<file path="config.mk">
export PLATFORM = sky130hd
export DESIGN_NAME = glyph_row_render
export DESIGN_NICKNAME = d
export VERILOG_FILES = /design/src/rtl/glyph_pkg.sv /design/src/rtl/glyph_ram.sv /design/src/rtl/glyph_blink_timer.sv /design/src/rtl/glyph_row_render.sv
export SDC_FILE = /design/constraint.sdc
export NUM_CORES = 1
export LEC_CHECK = 0
export BUFFER_PORTS_ARGS = -buffer_cell sky130_fd_sc_hd__buf_2
export CAP_MARGIN = 20
export CORE_MARGIN = 1.5
export CORE_UTILIZATION = 50
export DETAILED_ROUTE_END_ITERATION = 7
export PLACE_DENSITY = 0.76
export SLEW_MARGIN = 20
export SYNTH_ARGS = -nofsm -noshare
export SYNTH_HDL_FRONTEND = slang
export SYNTH_HIERARCHICAL = 1
export SYNTH_SLANG_ARGS = --single-unit
</file>
<file path="constraint.sdc">
create_clock -name clk -period 6.8 [get_ports clk]
set_input_delay 0.68 -clock clk [delete_from_list [all_inputs] [get_ports clk]]
set_output_delay 0.68 -clock clk [all_outputs]
set_load 0.02 [all_outputs]
</file>
<file path="src/rtl/glyph_pkg.sv">
package glyph_pkg;
  localparam int unsigned PIX_W = 5;
  typedef logic [PIX_W-1:0] pix_row_t;

  // Stand-in font: row pattern computed from code and row index
  function automatic pix_row_t stub_font(input logic [4:0] code_lo, input logic [2:0] row);
    return code_lo ^ {2'b00, row};
  endfunction
endpackage

</file>
<file path="src/rtl/glyph_ram.sv">
module glyph_ram #(
  parameter int unsigned DATA_W = 8,
  parameter int unsigned ADDR_W = 6,
  parameter int unsigned OUT_W  = 5
) (
  input  logic              clk,
  input  logic              we,
  input  logic [ADDR_W-1:0] waddr,
  input  logic [DATA_W-1:0] wdata,
  input  logic [ADDR_W-1:0] raddr,
  output logic [OUT_W-1:0]  rdata
);
  localparam int unsigned DEPTH = 1 << ADDR_W;
  logic [DATA_W-1:0] mem [DEPTH];

  always_ff @(posedge clk) begin
    if (we) mem[waddr] <= wdata;
  end

  // only the displayed low bits leave the array
  assign rdata = mem[raddr][OUT_W-1:0];
endmodule

</file>
<file path="src/rtl/glyph_blink_timer.sv">
module glyph_blink_timer #(
  parameter int unsigned BLINK_CYCLES = 40_000_000
) (
  input  logic clk,
  input  logic rst_n,
  input  logic enable,
  output logic phase
);
  localparam int unsigned CNT_W = (BLINK_CYCLES > 1) ? $clog2(BLINK_CYCLES) : 1;
  localparam logic [CNT_W-1:0] LAST = CNT_W'(BLINK_CYCLES - 1);
  logic [CNT_W-1:0] cnt;

  always_ff @(posedge clk or negedge rst_n) begin
    if (!rst_n) begin
      cnt   <= '0;
      phase <= 1'b0;
    end else if (!enable) begin
      cnt   <= '0;
      phase <= 1'b0;
    end else if (cnt == LAST) begin
      cnt   <= '0;
      phase <= ~phase;
    end else begin
      cnt <= cnt + 1'b1;
    end
  end
endmodule

</file>
<file path="src/rtl/glyph_row_render.sv">
module glyph_row_render #(
  parameter int unsigned BLINK_CYCLES = 40_000_000,
  parameter int unsigned CODE_W       = 8,
  parameter int unsigned ROW_W        = 3,
  parameter int unsigned SLOT_W       = 3,
  parameter int unsigned BYTE_W       = 8
) (
  input  logic                         clk,
  input  logic                         rst_n,
  input  logic                         wr_en,
  input  logic [SLOT_W+ROW_W-1:0]      wr_addr,
  input  logic [BYTE_W-1:0]            wr_data,
  input  logic                         disp_on,
  input  logic                         cursor_on,
  input  logic                         blink_on,
  input  logic                         req_valid,
  output logic                         req_ready,
  input  logic [CODE_W-1:0]            req_code,
  input  logic [ROW_W-1:0]             req_row,
  input  logic                         req_at_cursor,
  output logic                         rsp_valid,
  input  logic                         rsp_ready,
  output logic [glyph_pkg::PIX_W-1:0]  rsp_pixels
);
  import glyph_pkg::*;

  localparam int unsigned ADDR_W = SLOT_W + ROW_W;
  localparam logic [ROW_W-1:0] CURSOR_ROW = '1;
  localparam int unsigned CUSTOM_TOP = SLOT_W + 1; // code bits at or above this must be zero

  logic [ADDR_W-1:0] rd_addr;
  pix_row_t          ram_row, font_row, next_row;
  logic              is_custom, blink_phase;

  // slot from low code bits; the next bit up is the ignored alias bit
  assign rd_addr   = {req_code[SLOT_W-1:0], req_row};
  assign is_custom = (req_code[CODE_W-1:CUSTOM_TOP] == '0);
  assign font_row  = stub_font(req_code[4:0], req_row);

  glyph_ram #(.DATA_W(BYTE_W), .ADDR_W(ADDR_W), .OUT_W(PIX_W)) i_ram (
    .clk(clk), .we(wr_en), .waddr(wr_addr), .wdata(wr_data),
    .raddr(rd_addr), .rdata(ram_row)
  );

  glyph_blink_timer #(.BLINK_CYCLES(BLINK_CYCLES)) i_timer (
    .clk(clk), .rst_n(rst_n), .enable(blink_on), .phase(blink_phase)
  );

  always_comb begin
    next_row = is_custom ? ram_row : font_row;
    if (cursor_on && req_at_cursor && (req_row == CURSOR_ROW)) next_row = next_row | '1;
    if (blink_on && req_at_cursor && blink_phase) next_row = '1;
    if (!disp_on) next_row = '0;
  end

  assign req_ready = !rsp_valid || rsp_ready;

  always_ff @(posedge clk or negedge rst_n) begin
    if (!rst_n) begin
      rsp_valid  <= 1'b0;
      rsp_pixels <= '0;
    end else if (req_ready) begin
      rsp_valid <= req_valid;
      if (req_valid) rsp_pixels <= next_row;
    end
  end
endmodule

</file>
==> results.ini <==
[routing]
totalWireLength_mm=29.2
vias=7644
viasPerCell=6.08
routedWlPerCell_um=23.2
drc_errors=0
drtPass1Iterations=5
ant_nets=0
drtIter0Drc=809

[pwr]
leakage_nw=5.21
report.power.total_mw=4.60
powerDensity_mw_per_mm2=285
vdd_ir_drop_max_uv=170

[global_routing]
grt_max_degree=65
grt-ovfl-total=0
grt_antenna_before_repair=0
grt_util_all_layers_pct=19.7
grt_pass1_wl_mm=44.9
grt_pass1_vias=7572

[clock_network]
ctsRootBufferMaster=clkbuf_16
ctsResizeCount=0
post_cts_buffers=0
cts_htree_levels=2
clkLatencyLatePin_ns=0.52
cts_buffers=37
tritoncts=built
cts_hold_buffers=0
clkSinkCount=353
clock_path_buffers=3
clkTransAtPathRegs_ns=0.06

[logic_synthesis]
synth_area_mm2=0.0145
synth.distinct_cells=63
synth_top_area_share_pct=66.3
syn_avg_cell_area_um2=17.8
synth_compound_area_share_pct=3.62
ys_dominant_reg_cell=edfxtp_1
syn-num-nets=850
postSynthCellCount=815
ys_async_sr_fraction_pct=9.35
synth-seq-area-share_pct=72.0
synth_enable_flop_cells=320
yosys.area_share.simple_pct=7.46
synth.mux.area_fraction_pct=14.1
synth_top_family_by_area=multiplexers
synth_area_leaders=edfxtp_1 (66%), mux4_2 (12%), dfrtp_1 (5.7%)
yosysWarnings=6
synth_xor_xnor_area_share_pct=0.846
yosys.area.top_type=edfxtp_1
synth_fa_ha_area_share_pct=0.0863
ys_seq_elements=353

[layout]
final_common_cell=edfxtp_1
area_growth_pct=11.4
final_util_pct=56.4
fin_nets=887
diodes=0
layout_common_cells=edfxtp_1 (320), nor2_1 (84), mux4_2 (74)
drive_above_1_share_pct=21.4
fin_area_mm2=0.0162
layoutNonFillerInstCount=1257
fill_cells=2094

[floorplanning]
die_h_um=173
fp.coreArea_mm2=0.0286
ioPinCount=41
die_w_um=173
rows=62
die-area_mm2=0.0300
start_util_pct=50.6

[place]
dp.cells=1197
placed_area_mm2=0.0150
port-buffer-count=37
dp_hpwl_mm=17.9
gp_congestion=0.823
place_ws_ns=2.95

[sta]
rsz0062_at_grt=false
finalCritPeriodShare_pct=49.2
fmax_mhz=299
tns_ns=0
whs_ns=0.218
period_minus_slack_ns=3.34
hold_viol_final=0
layout_setup_ws_ns=3.46
worstMarginPinSlew_ns=1.07
skew_ns=0.0147
drv_slew=0
maxSlewHeadroom_pct=28.4
setup_viol=0

[worst_setup_path]
crit_path_max_incr_delay_ns=0.59
critPathSlowestCell=buf_4
crit_type=in -> reg
crit_path_end_kind=register
critPathLaunchType=input pin
cp_cell_sequence=buf_4 > buf_12 > mux4_2 > mux2i_1 > nor3_1 > nor4_1 > a21oi_1 > mux2_4 > a221o_1
cp_max_fo=53
worst-path-buf-inv=2
critPathArrivalTime_ns=3.73
required_ns=7.19
path_delay_family=multiplexers

[run]
cap_violations=0

[run_status]
status=completed

[min_path]
holdCritPathClass=in -> async

[synth_stat cells (5+ instances only)]
| master | instances |
|---|---|
| edfxtp_1 | 320 |
| nor2_1 | 84 |
| mux4_2 | 74 |
| nand2_1 | 34 |
| dfrtp_1 | 33 |
| clkbuf_1 | 19 |
| nand3_1 | 19 |
| a21oi_1 | 18 |
| mux2i_1 | 15 |
| nor2b_1 | 14 |
| buf_2 | 13 |
| nand4_1 | 10 |
| o21ai_0 | 10 |
| nor3_1 | 9 |
| xor2_1 | 9 |
| a211oi_1 | 8 |
| or3_1 | 8 |
| nor4_1 | 7 |
| o31ai_1 | 7 |
| inv_1 | 6 |
| mux2_2 | 6 |
| nand2b_1 | 6 |
| o22ai_1 | 6 |
| or4_1 | 6 |
| a221o_1 | 5 |
| and2_1 | 5 |
| xnor2_1 | 5 |
[per-layer routing]
| layer | GRT usage, % | wire length [µm] | part of all wire [%] | vias up |
|---|---|---|---|---|
| li1 | - | - | - | 3345 |
| met1 | 27.9 | 12200 | 42 | 3918 |
| met2 | 31.7 | 14100 | 48 | 327 |
| met3 | 3.38 | 2260 | 7.7 | 54 |
| met4 | 6.34 | 656 | 2.2 | 0 |
| met5 | 0 | 0 | 0 | - |
[report_power, final]
part	total, mW	internal, mW	switching [mW]
logic	0.237	0.0888	0.148
registers	2.40	2.39	0.00899
clock network	1.96	1.16	0.802
[registers in the layout, summed over array words and instances, names as in the netlist]
register and cells:
i_timer/cnt 26, rsp_valid 1, i_ram/mem 320, rsp_pixels 5, i_timer/phase 1
[cells by family (layout without fill, tap and decap cells)]
kind of cell    after synthesis  count (layout)
flops                       353             353
simple gates                217             217
mux                         103             103
compound gates               76              76
buf+inv                      51             109
xor+xnor                     14              14
fa+ha+maj                     1               1
[final timing paths]
| path | end | cells after the start | start | slack (ns) |
|---|---|---|---|---|
| min in group clk | rsp_valid$_DFFE_PN0N_ | 2 | req_valid | 0.39 |
| max reg2reg | rsp_pixels[3]$_DFFE_PN0P_ | 7 | i_ram/mem[23][3]$_DFFE_PP_ | 4.25 |
| max in group asynchronous | rsp_pixels[1]$_DFFE_PN0P_ | 1 | rst_n | 6.11 |
| max | rsp_pixels[3]$_DFFE_PN0P_ | 9 | req_row[0] | 3.46 |
| min | i_timer/cnt[18]$_DFF_PN0_ | 1 | rst_n | 0.22 |
| min reg2reg | i_timer/cnt[0]$_DFF_PN0_ | 1 | i_timer/cnt[0]$_DFF_PN0_ | 0.50 |
[final cells by class]
type,instances,area [µm²],share of cell area [%]
flip-flops and latches,353,10400,64.6
multi-input cells,411,3790,23.5
clock buffers,44,995,6.16
well taps,384,480,2.97
repair buffers,42,248,1.53
clock inverters,16,176,1.09
inverters,7,26.3,0.163
(Power assumes the default switching activity.)
